## config.mk

```make
export PLATFORM = sky130hd
export DESIGN_NAME = split_rd_if
export DESIGN_NICKNAME = d
export VERILOG_FILES = /design/src/rtl/sprd_pkg.sv /design/src/rtl/sprd_half_timer.sv /design/src/rtl/sprd_byte_asm.sv /design/src/rtl/split_rd_if.sv
export SDC_FILE = /design/constraint.sdc
export NUM_CORES = 1
export LEC_CHECK = 0
export BUFFER_PORTS_ARGS = -buffer_cell sky130_fd_sc_hd__buf_2
export CORE_MARGIN = 5
export CORE_UTILIZATION = 44
export DETAILED_ROUTE_END_ITERATION = 10
export GPL_ROUTABILITY_DRIVEN = 1
export PLACE_DENSITY = 0.75
export SYNTH_ARGS = -nofsm -noshare
export SYNTH_HDL_FRONTEND = slang
export SYNTH_SLANG_ARGS = --single-unit
```

## constraint.sdc

```tcl
create_clock -name clk -period 1.8 [get_ports clk]
set_input_delay 0.36 -clock clk [delete_from_list [all_inputs] [get_ports clk]]
set_output_delay 0.36 -clock clk [all_outputs]
set_load 0.05 [all_outputs]
```

## src/rtl/sprd_pkg.sv

```systemverilog
package sprd_pkg;
    localparam int BYTE_W    = 8;
    localparam int REST_CLKS = BYTE_W - 1;
    localparam int LEFT_W    = $clog2(REST_CLKS + 1);

    typedef enum logic [1:0] {
        ST_OFF,
        ST_HOLD,
        ST_LOW,
        ST_HIGH
    } sprd_state_e;

    typedef struct packed {
        sprd_state_e        st;
        logic               sclk;
        logic               oe;
        logic               dat;
        logic               pending;
        logic               err;
        logic               rest_phase;
        logic [LEFT_W-1:0]  left;
    } sprd_seq_t;
endpackage

```

## src/rtl/sprd_half_timer.sv

```systemverilog
module sprd_half_timer #(
    parameter int HALF_CYC = 4
) (
    input  logic clk,
    input  logic rst_n,
    input  logic run_i,
    output logic tick_o
);
    localparam int CNT_W = (HALF_CYC > 1) ? $clog2(HALF_CYC) : 1;
    localparam logic [CNT_W-1:0] LAST = CNT_W'(HALF_CYC - 1);

    typedef struct packed {
        logic [CNT_W-1:0] cnt;
    } tmr_t;

    tmr_t cur_q, nxt_d;

    always_comb begin
        nxt_d  = cur_q;
        tick_o = 1'b0;
        if (!run_i) begin
            nxt_d.cnt = '0;
        end else if (cur_q.cnt == LAST) begin
            tick_o    = 1'b1;
            nxt_d.cnt = '0;
        end else begin
            nxt_d.cnt = cur_q.cnt + 1'b1;
        end
    end

    always_ff @(posedge clk or negedge rst_n) begin
        if (!rst_n) cur_q <= '0;
        else        cur_q <= nxt_d;
    end
endmodule

```

## src/rtl/sprd_byte_asm.sv

```systemverilog
module sprd_byte_asm #(
    parameter int W = 8
) (
    input  logic         clk,
    input  logic         rst_n,
    input  logic         clear_i,
    input  logic         shift_i,
    input  logic         bit_i,
    input  logic         done_i,
    output logic [W-1:0] byte_o,
    output logic         valid_o
);
    typedef struct packed {
        logic [W-1:0] sh;
        logic [W-1:0] byte_v;
        logic         valid;
    } asm_t;

    asm_t cur_q, nxt_d;

    always_comb begin
        nxt_d       = cur_q;
        nxt_d.valid = 1'b0;
        if (clear_i) begin
            nxt_d.sh = '0;
        end else if (shift_i) begin
            nxt_d.sh = {cur_q.sh[W-2:0], bit_i};
            if (done_i) begin
                nxt_d.byte_v = {cur_q.sh[W-2:0], bit_i};
                nxt_d.valid  = 1'b1;
            end
        end
    end

    always_ff @(posedge clk or negedge rst_n) begin
        if (!rst_n) cur_q <= '0;
        else        cur_q <= nxt_d;
    end

    assign byte_o  = cur_q.byte_v;
    assign valid_o = cur_q.valid;
endmodule

```

## src/rtl/split_rd_if.sv

```systemverilog
module split_rd_if
    import sprd_pkg::*;
#(
    parameter int HALF_CYC = 4
) (
    input  logic              clk,
    input  logic              rst_n,
    input  logic              cmd_start_i,
    input  logic              cmd_stop_i,
    input  logic              ctl_wr_i,
    input  logic              ctl_oe_i,
    input  logic              ctl_dat_i,
    input  logic              rd_first_i,
    input  logic              rd_rest_i,
    input  logic              sd_i,
    output logic              sd_o,
    output logic              sd_oe_o,
    output logic              sclk_o,
    output logic              busy_o,
    output logic              err_o,
    output logic [BYTE_W-1:0] rx_data_o,
    output logic              rx_valid_o
);
    localparam logic [LEFT_W-1:0] FIRST_CNT = LEFT_W'(1);
    localparam logic [LEFT_W-1:0] REST_CNT  = LEFT_W'(REST_CLKS);

    sprd_seq_t seq_q, seq_d;
    logic      tick;
    logic      shift_en;
    logic      done_en;
    logic      clear_en;
    logic      in_burst;
    logic      in_session;

    assign in_burst   = (seq_q.st == ST_LOW) || (seq_q.st == ST_HIGH);
    assign in_session = (seq_q.st != ST_OFF);

    sprd_half_timer #(.HALF_CYC(HALF_CYC)) u_timer (
        .clk    (clk),
        .rst_n  (rst_n),
        .run_i  (in_burst),
        .tick_o (tick)
    );

    always_comb begin
        seq_d    = seq_q;
        shift_en = 1'b0;
        done_en  = 1'b0;
        clear_en = 1'b0;
        if (cmd_stop_i) begin
            seq_d.st         = ST_OFF;
            seq_d.sclk       = 1'b0;
            seq_d.oe         = 1'b0;
            seq_d.pending    = 1'b0;
            seq_d.rest_phase = 1'b0;
            seq_d.left       = '0;
        end else begin
            if (in_session && ctl_wr_i) begin
                seq_d.oe  = ctl_oe_i;
                seq_d.dat = ctl_dat_i;
            end
            case (seq_q.st)
                ST_OFF: begin
                    if (cmd_start_i) begin
                        seq_d.st   = ST_HOLD;
                        seq_d.sclk = 1'b1;
                        seq_d.err  = 1'b0;
                    end
                end
                ST_HOLD: begin
                    if (rd_first_i) begin
                        seq_d.st         = ST_LOW;
                        seq_d.sclk       = 1'b0;
                        seq_d.left       = FIRST_CNT;
                        seq_d.rest_phase = 1'b0;
                        seq_d.pending    = 1'b0;
                        clear_en         = 1'b1;
                    end else if (rd_rest_i) begin
                        if (seq_q.pending) begin
                            seq_d.st         = ST_LOW;
                            seq_d.sclk       = 1'b0;
                            seq_d.left       = REST_CNT;
                            seq_d.rest_phase = 1'b1;
                            seq_d.pending    = 1'b0;
                        end else begin
                            seq_d.err = 1'b1;
                        end
                    end
                end
                ST_LOW: begin
                    if (tick) begin
                        seq_d.st   = ST_HIGH;
                        seq_d.sclk = 1'b1;
                        seq_d.left = seq_q.left - 1'b1;
                        shift_en   = 1'b1;
                        done_en    = seq_q.rest_phase && (seq_q.left == FIRST_CNT);
                    end
                end
                ST_HIGH: begin
                    if (tick) begin
                        if (seq_q.left == '0) begin
                            seq_d.st      = ST_HOLD;
                            seq_d.pending = !seq_q.rest_phase;
                        end else begin
                            seq_d.st   = ST_LOW;
                            seq_d.sclk = 1'b0;
                        end
                    end
                end
                default: seq_d.st = ST_OFF;
            endcase
        end
    end

    always_ff @(posedge clk or negedge rst_n) begin
        if (!rst_n) begin
            seq_q    <= '0;
            seq_q.st <= ST_OFF;
        end else begin
            seq_q <= seq_d;
        end
    end

    sprd_byte_asm #(.W(BYTE_W)) u_asm (
        .clk     (clk),
        .rst_n   (rst_n),
        .clear_i (clear_en),
        .shift_i (shift_en),
        .bit_i   (sd_i),
        .done_i  (done_en),
        .byte_o  (rx_data_o),
        .valid_o (rx_valid_o)
    );

    assign sclk_o  = seq_q.sclk;
    assign sd_oe_o = seq_q.oe;
    assign sd_o    = seq_q.dat;
    assign busy_o  = in_burst;
    assign err_o   = seq_q.err;
endmodule

```

### Word-level counts from Yosys, hierarchy flattened

Cells that the tools add are included.

* reduce and logical (&&, ||, !) cells: 23
* equal/unequal tests: 16
* add/subtract/negate cells: 2
* bitwise operators: 2
* multiplexer cells: 44

Operators by type and width (count)
* $mux W1: 21
* $mux W3: 7
* $mux W16: 1
* $mux W4: 4
* $ne A3 B3 Y1 const B: 4
* $pmux W3 S4: 1
* $reduce_and A6 Y1: 2
* $reduce_bool A3 Y1: 4
* $reduce_bool A2 Y1: 5
* $mux W9: 1
* $mux W2: 4
* $ne A2 B2 Y1 const B: 4
* $ne A4 B4 Y1 const B: 2
* $reduce_and A4 Y1: 2
* $mux W7: 1
* $eq A2 B2 Y1 const B: 3
* $mux W6: 1
* $pmux W3 S2: 1
* $reduce_and A3 Y1: 2
* $reduce_and A5 Y1: 1
* $pmux W1 S2: 2
* $eq A3 B1 Y1 const B: 1
* $logic_not A3 Y1: 1
* $ne A3 B2 Y1 const B: 1
* 9 further kinds: 11

* input port bits: 10
* logic and storage cells: 99
* register bits after elaboration: 29

### Depth between registers and ports, before layout

Gate-level depths: netlist of the first run.

* word-level depth: 9
* gate-level depth with buffers: 6
* depth with buffers taken out: 6

### Hierarchy

From an unflattened synthesis of the first run, not the netlist that was laid out.

* cell total of the unflattened synthesis: 137
* area, all modules: 1547.7 um^2

Modules (own cells, without submodules)
* split_rd_if: area each 758.2 um^2, cells an instance 81, instances 1
* sprd_byte_asm: area each 700.7 um^2, cells an instance 50, instances 1
* sprd_half_timer: area each 88.8 um^2, cells an instance 6, instances 1

### Least setup slack after synthesis of the first run

Ideal clock, no wire load.

* path kind: register to register
* start point: reg u_timer.cur_q[0] (netlist bit)
* end point: reg u_asm.cur_q, in the netlist u_asm.byte_o[0]
* arrival time: 1.437 ns
* stages on the path, launching flop included: 5
* period minus slack after synthesis: 1.562 ns
* setup slack: 0.238 ns
* path buffers: 0
* library setup time: 0.125 ns
* required time: 1.675 ns
* path through: dfrtp_1 ha_1 nand3b_4 nor4_4 mux2_2

* cells in the longest elaborated chain, start to end: 7

Ends and longest elaborated chain
* start, declared: line sprd_half_timer.sv:16 `tmr_t cur_q, nxt_d;`
* start signal, assigned: line sprd_half_timer.sv:33 `else cur_q <= nxt_d;`
* $eq A2 B2 Y1 (*): line sprd_half_timer.sv:23 `end else if (cur_q.cnt == LAST) begin`
* $mux W1 (*): line sprd_half_timer.sv:23
* $mux W1 (*): line sprd_half_timer.sv:21 `if (!run_i) begin`
* $mux W1: line split_rd_if.sv:91 `if (tick) begin`
* $mux W1: line split_rd_if.sv:62 `case (seq_q.st)`
* $mux W1: line split_rd_if.sv:50 `if (cmd_stop_i) begin`
* $reduce_and A3 Y1 (no source line) (*)
* end signal, assigned: line sprd_byte_asm.sv:37 `else cur_q <= nxt_d;`
* end, declared: line sprd_byte_asm.sv:19 `asm_t cur_q, nxt_d;`

Mark *: on every way between the ends. The rest lies on a longest branch, timed or not.
A chain may end at the register's enable or synchronous reset.

### Final worst setup path of the first run

* start point: reg seq_q[10] (netlist bit)
* end point: reg seq_q[10] (netlist bit)

* cells in the longest elaborated chain, start to end: 5

Ends and longest elaborated chain
* start, declared: line split_rd_if.sv:27 `sprd_seq_t seq_q, seq_d;`
* start signal, assigned: line split_rd_if.sv:120 `seq_q <= seq_d;`
* $eq A2 B2 Y1: line split_rd_if.sv:35, split_rd_if.sv:62
* $logic_or A1 B1 Y1: line split_rd_if.sv:35 `assign in_burst = (seq_q.st == ST_LOW) || (seq_q.st == ST_HIGH);`
* $mux W1: line sprd_half_timer.sv:21
* $ne A3 B3 Y1 (no source line)
* $reduce_and A5 Y1 (no source line)

Several ways; a longest one is shown, not always the timed one.

==> results of run 1 <==
==> placed cells by master (no fill, tap or decap), types with 2 or more instances in the layout <==
| cell | synthesis | final |
|---|---|---|
| clkbuf_4 | 0 | 5 |
| a21oi_1 | 3 | 3 |
| ha_1 | 4 | 4 |
| nor2_1 | 9 | 9 |
| buf_2 | 2 | 23 |
| inv_1 | 5 | 5 |
| buf_4 | 8 | 3 |
| nand2b_1 | 3 | 2 |
| a31oi_1 | 4 | 4 |
| mux2i_1 | 4 | 4 |
| mux2_2 | 9 | 9 |
| nor2b_1 | 2 | 2 |
| and2b_1 | 2 | 2 |
| dfrtp_1 | 29 | 29 |
| nand2_1 | 4 | 4 |
| a22o_1 | 7 | 7 |
| or2_2 | 2 | 2 |
| o21ai_0 | 5 | 5 |
==> area by class of cell <==
class                      count  area [um^2]
timing repair buffer          26          138
tap                           44         55.1
multi-input combinational     78          616
fill                         297         1470
clock buffer                   7         55.1
sequential                    29          726
clock inverter                 1         30.0
inverter                       5         18.8
==> cells by family (layout without fill, tap and decap cells) <==
logic type	after synthesis	count (layout)	share of synthesized area (%)
mux	14	14	10.8
simple gates	32	32	13.9
flops	29	29	50.2
buf+inv	18	39	7.44
fa+ha+maj	4	4	3.46
compound gates	28	28	14.2
==> where the power goes <==
group          switching, W  internal [W]  leakage, nW
sequential        0.0000955      0.000748        0.392
combinational      0.000473      0.000277        0.383
clock              0.000235      0.000332       0.0455
==> registers in the layout (all words and copies together), names as in the netlist <==
register,flops
u_asm.cur_q,7
u_asm.valid_o,1
u_timer.cur_q,2
sclk_o,1
seq_q,7
sd_o,1
err_o,1
u_asm.byte_o,8
sd_oe_o,1
==> path summary, 6_finish.rpt <==
kind / cells after the start / to / slack [ps]
worst max-delay path: 4 / seq_q[10] / 80
worst min-delay path: 1 / seq_q[9] / 40
worst max register to register: 4 / seq_q[10] / 80
worst min register to register: 1 / u_timer.cur_q[0] / 440
max in group asynchronous: 1 / seq_q[0] / 1340
min in group clk: 2 / sd_o / 260
==> per-layer routing <==
layer,track usage (%),vias up,wire length (um)
met2,24.0,30,1430
li1,-,480,-
met5,0,-,0
met4,9.62,0,53
met1,17.3,513,1240
met3,5.66,4,166
==> through the flow <==
stage | instances | setup WS [ps] | util [%] | total power (W)
finish | 190 | 76.3 | 52.8 | 0.00216
detailed placement | 182 | 109 | 50.0 | 0.00160
global placement | 182 | 190 | 50.0 | 0.00157
floorplan | 125 | 238 | - | 0.00143
CTS | 190 | 96.3 | 52.7 | 0.00217
global route | 190 | 7.02 | 52.8 | 0.00230
==> what timing repair did <==
action                     4_1_cts  5_1_grt
setup endpoints to repair        0        1
hold endpoints to repair         0        0
resized for setup                0        1
==> impl_metrics.py, run 1 <==
metrics = {
    "grt": {
        "grtUsageTotal_pct": 15.2,
        "antenna_found_initial": 0,
        "first_global_vias": 1086,
        "grt-ovfl-total": 0,
        "grt_pass1_wl_mm": 4.99,
        "grt_max_degree": 30,
    },
    "finish": {
        "fin_area_mm2": 0.00164,
        "antenna_cells": 0,
        "area_growth_pct": 13.2,
        "drive_above_1_share_pct": 33.6,
        "nets": 159,
    },
    "logic_synthesis": {
        "synth_nets": 139,
        "synthesis.area_mm2": 0.00145,
        "yosysMostFrequentCell": "dfrtp_1",
        "synth_area_leaders": "dfrtp_1 50%, mux2_2 7.0%, a22o_1 4.2%",
        "ys.flop_type": "dfrtp_1",
        "syn_inst": 125,
        "synth_top_area_share_pct": 50.2,
        "yosysUniqueCellTypes": 39,
        "yosysSeqAreaShare_pct": 50.2,
        "yosysWarningCount": 0,
        "syn_avg_cell_area_um2": 11.6,
        "synth_edf_count": 0,
        "ys_ff_latch": 29,
        "synth_top_area_cell": "dfrtp_1",
        "synth_commonest_cells": "29 x dfrtp_1, 9 x mux2_2, 9 x nor2_1, 8 x buf_4, 7 x a22o_1",
        "async_flop_share_pct": 100,
    },
    "timing": {
        "skew_ps": 7.95,
        "hold_slack_ps": 36.4,
        "fin_tns_setup_ps": 0,
        "rsz0062_at_grt": "no",
        "final-hold-violation-count": 0,
        "fmax_mhz": 580,
        "final_max_slew_viol_count": 0,
        "finalSetupViolCount": 0,
        "tightest_slew_ps": 632,
        "slew_headroom_pct": 57.9,
        "fin_crit_ps": 1720,
        "post-route-period-util_pct": 95.8,
    },
    "clocking": {
        "numCtsBuffers": 5,
        "cts-root-buf": "clkbuf_4",
        "clockBufferDepth": 2,
        "holdBufCountCts": 0,
        "cts_htree_levels": 2,
        "cts.sinks": 29,
        "clk_latency_ps": 330,
        "cts_setup_buffers": 0,
        "cts.clk_slew.worst_paths_ps": 100,
        "cts_tree": "built",
    },
    "place": {
        "place_hpwl_mm": 2.05,
        "io_buffers": 23,
        "place_area_mm2": 0.00155,
        "gp_routability_congestion": 0.850,
    },
    "setup_path": {
        "worst_path_max_delay_cell": "dfrtp_1",
        "reg2reg_from": "seq_q[10]",
        "crit_chain": "or3_1, a21boi_0, a211oi_2, mux2_4",
        "critPathLaunch": "seq_q[10]",
        "path_buf_inv": 0,
        "cp_top_family": "flip-flops",
        "critPathLaunchType": "flop",
        "worstPathRequired_ps": 2020,
        "max_stage_delay_ps": 510,
        "cp_max_fo": 8,
        "cp-end-kind": "flop",
        "cp.arrival_ps": 1950,
        "path_class": "flop to flop",
    },
    "power": {
        "p_per_area_mw_per_mm2": 1320,
        "peakVddDrop_v": 0.000705,
        "p_leak_nw": 0.821,
    },
    "drt": {
        "vias": 1027,
        "wirelength_mm": 2.89,
        "via_per_inst": 5.41,
        "drtAntennaViolNets": 0,
        "drc_errors": 0,
        "wl_per_cell_um": 15.2,
        "drtIter0Drc": 25,
        "firstDrtPassIters": 4,
    },
    "floorplanning": {
        "dieWidth_um": 67.3,
        "std_cell_rows": 20,
        "core_mm2": 0.00310,
        "initial_core_util_pct": 46.6,
        "dieArea_mm2": 0.00453,
        "io_pins": 24,
        "die_h_um": 67.3,
    },
    "run_status": {
        "status": "complete, no violations",
    },
    "run": {
        "maxCapViolCount": 0,
    },
    "hold_path": {
        "hold_path_class": "input pin to async pin",
    },
}
Power figures use the tool's default switching activity.
==> run 2, diff against run 1 <==
--- a/config.mk
+++ b/config.mk
@@ -6,11 +6,13 @@
 export NUM_CORES = 1
 export LEC_CHECK = 0
 export BUFFER_PORTS_ARGS = -buffer_cell sky130_fd_sc_hd__buf_2
+export CELL_PAD_IN_SITES_DETAIL_PLACEMENT = 0
+export CELL_PAD_IN_SITES_GLOBAL_PLACEMENT = 1
 export CORE_MARGIN = 5
-export CORE_UTILIZATION = 44
+export CORE_UTILIZATION = 43
 export DETAILED_ROUTE_END_ITERATION = 10
 export GPL_ROUTABILITY_DRIVEN = 1
-export PLACE_DENSITY = 0.75
+export PLACE_DENSITY = 0.87
 export SYNTH_ARGS = -nofsm -noshare
 export SYNTH_HDL_FRONTEND = slang
 export SYNTH_SLANG_ARGS = --single-unit
==> run 2 against run 1 <==
Sequential power is 0.9% lower. Core utilization is 2.2 points lower. Final cell count grew 2.6%. Critical path depth grew 1. Flip-flop and latch count unchanged. Combinational power up 3.5%. Total power shrank 0.13%. Critical path type unchanged. Maximum frequency rose by 3.6%. Highest routed layer unchanged. Worst setup slack improved by 60 ps. Hold slack gained 4.8 ps. Clock skew about the same. Routed wire length fell by 8.8%.
==> impl_metrics.py, run 2 (synthesis gave the netlist of run 1 again) <==
metrics = {
    "grt": {
        "grt_max_degree": 30,
        "grt_busiest_layer": "met2",
        "globalRouteMet3Util_pct": 3.28,
        "grt_pass1_wl_mm": 4.54,
        "antenna_found_initial": 0,
        "grtUsageMet2_pct": 22.4,
        "first_global_vias": 975,
        "grtUsageTotal_pct": 13.4,
        "use_met1_pct": 16.3,
        "grt-ovfl-total": 0,
    },
    "timing": {
        "fin_crit_ps": 1660,
        "final-hold-violation-count": 0,
        "finalSetupViolCount": 0,
        "tightest_slew_ps": 631,
        "slew_headroom_pct": 57.9,
        "fmax_mhz": 601,
        "post-route-period-util_pct": 92.4,
        "rsz0062_at_grt": "no",
        "worst_slack_ps": 137,
        "final_max_slew_viol_count": 0,
        "skew_ps": 7.98,
        "fin_tns_setup_ps": 0,
    },
    "drt": {
        "vias": 978,
        "drtAntennaViolNets": 0,
        "wirelength_mm": 2.63,
        "firstDrtPassIters": 4,
        "via_per_inst": 5.02,
        "drc_errors": 0,
        "wl_per_cell_um": 13.5,
        "drtIter0Drc": 23,
    },
    "setup_path": {
        "worst_path_max_delay_cell": "dfrtp_1",
        "cp.arrival_ps": 1870,
        "max_stage_delay_ps": 370,
        "cp_max_fo": 4,
        "cp_top_family": "compound AO/OA/AOI/OAI gates",
        "cp-end-kind": "flop",
        "crit_chain": "ha_1, nand2b_1, a21boi_0, a211oi_2, mux2_4",
        "worstPathRequired_ps": 2010,
        "critPathLaunchType": "flop",
        "path_class": "flop to flop",
        "path_buf_inv": 0,
    },
    "clocking": {
        "clockBufferDepth": 2,
        "cts.sinks": 29,
        "cts_tree": "built",
        "numCtsBuffers": 5,
        "cts-root-buf": "clkbuf_4",
        "clk_latency_ps": 320,
        "holdBufCountCts": 0,
        "cts.clk_slew.worst_paths_ps": 90,
        "cts_htree_levels": 2,
    },
    "finish": {
        "mostFrequentLayoutCell": "dfrtp_1",
        "layout_common_cells": "29 x dfrtp_1, 23 x buf_2, 9 x nor2_1, 9 x mux2_2, 7 x a22o_1",
        "drive_above_1_share_pct": 34.2,
        "largest_reg_flops": 8,
        "nets": 162,
        "fillCellCount": 304,
        "area_growth_pct": 14.8,
        "antenna_cells": 0,
    },
    "power": {
        "p_seq_share_pct": 38.7,
        "p_switching_w": 0.000777,
        "p_int_w": 0.00138,
        "comb_power_share_pct": 35.9,
        "p_leak_nw": 0.835,
        "pwr-share-clk_pct": 25.4,
        "switching_share_pct": 36.0,
        "p_per_area_mw_per_mm2": 1300,
        "peakVddDrop_v": 0.000677,
    },
    "floorplanning": {
        "std_cell_rows": 21,
        "die_h_um": 68.0,
        "initial_core_util_pct": 44.0,
        "core_mm2": 0.00328,
        "dieArea_mm2": 0.00462,
        "dieWidth_um": 68.0,
        "io_pins": 24,
    },
    "run": {
        "maxCapViolCount": 0,
    },
    "run_status": {
        "status": "complete, no violations",
    },
    "place": {
        "place_hpwl_mm": 1.98,
        "gp_routability_congestion": 0.790,
        "io_buffers": 23,
        "place_ws_ps": 146,
    },
    "hold_path": {
        "hold_path_class": "input pin to async pin",
    },
}
## run 2: per-layer routing
metal	wire length, um	share of wire, %
met1	1150	44
met3	75	2.9
met4	53	2.0
met5	0	0
met2	1360	52
## run 2: worst register-to-register path: cells and delay by family, from the launching register on
kind	cells	cell delay (ps)
adders and majority gates	1	220
DFF	1	370
AOI/OAI and AO/OA	2	430
muxes	1	330
and+or+nand+nor	1	200
## run 2: cell type report
| class | instances | area (um^2) | share of cell area, % |
|---|---|---|---|
| Timing Repair Buffer | 29 | 160 | 9.65 |
| Sequential cell | 29 | 726 | 43.7 |
| Tap cell | 46 | 57.6 | 3.47 |
| Multi-Input combinational cell | 78 | 613 | 36.9 |
| Clock buffer | 7 | 55.1 | 3.32 |
| Inverter | 5 | 18.8 | 1.13 |
| Clock inverter | 1 | 30.0 | 1.81 |
## run 2: stage by stage
stage                     cell area, um^2  hold WS, ps  power (W)  util (%)  instances
after floorplan                      1450         64.4    0.00143         -        125
after global placement               1570          413    0.00159      47.7        186
after detailed placement             1570          419    0.00161      47.7        186
after CTS                            1650         53.8    0.00217      50.3        194
after global routing                 1660         84.0    0.00230      50.6        195
final                                1660         41.2    0.00216      50.6        195
## run 2: timing repair
item,in CTS,in global routing
gates resized for setup,0,0
setup buffers,0,1
setup endpoints to repair,0,1
## run 2: path summary, 6_finish.rpt
kind | slack [ps] | endpoint | start | cells after the start
min in group clk | 270 | sd_o | ctl_dat_i | 2
hold / removal | 40 | seq_q[5] | rst_n | 1
setup reg to reg | 140 | seq_q[10] | u_timer.cur_q[0] | 5
setup / recovery | 140 | seq_q[10] | u_timer.cur_q[0] | 5
max in group asynchronous | 1340 | u_asm.byte_o[3] | rst_n | 1
hold reg to reg | 450 | u_timer.cur_q[0] | u_timer.cur_q[0] | 1
## run 2: power by group through the flow
stage / sequential [W] / clock [W] / combinational (W)
finish: 0.000835 / 0.000547 / 0.000775
global route: 0.000852 / 0.000600 / 0.000851
CTS: 0.000836 / 0.000567 / 0.000763
detailed placement: 0.000850 / 0 / 0.000757
global placement: 0.000841 / 0 / 0.000745
floorplan: 0.000947 / 0 / 0.000482
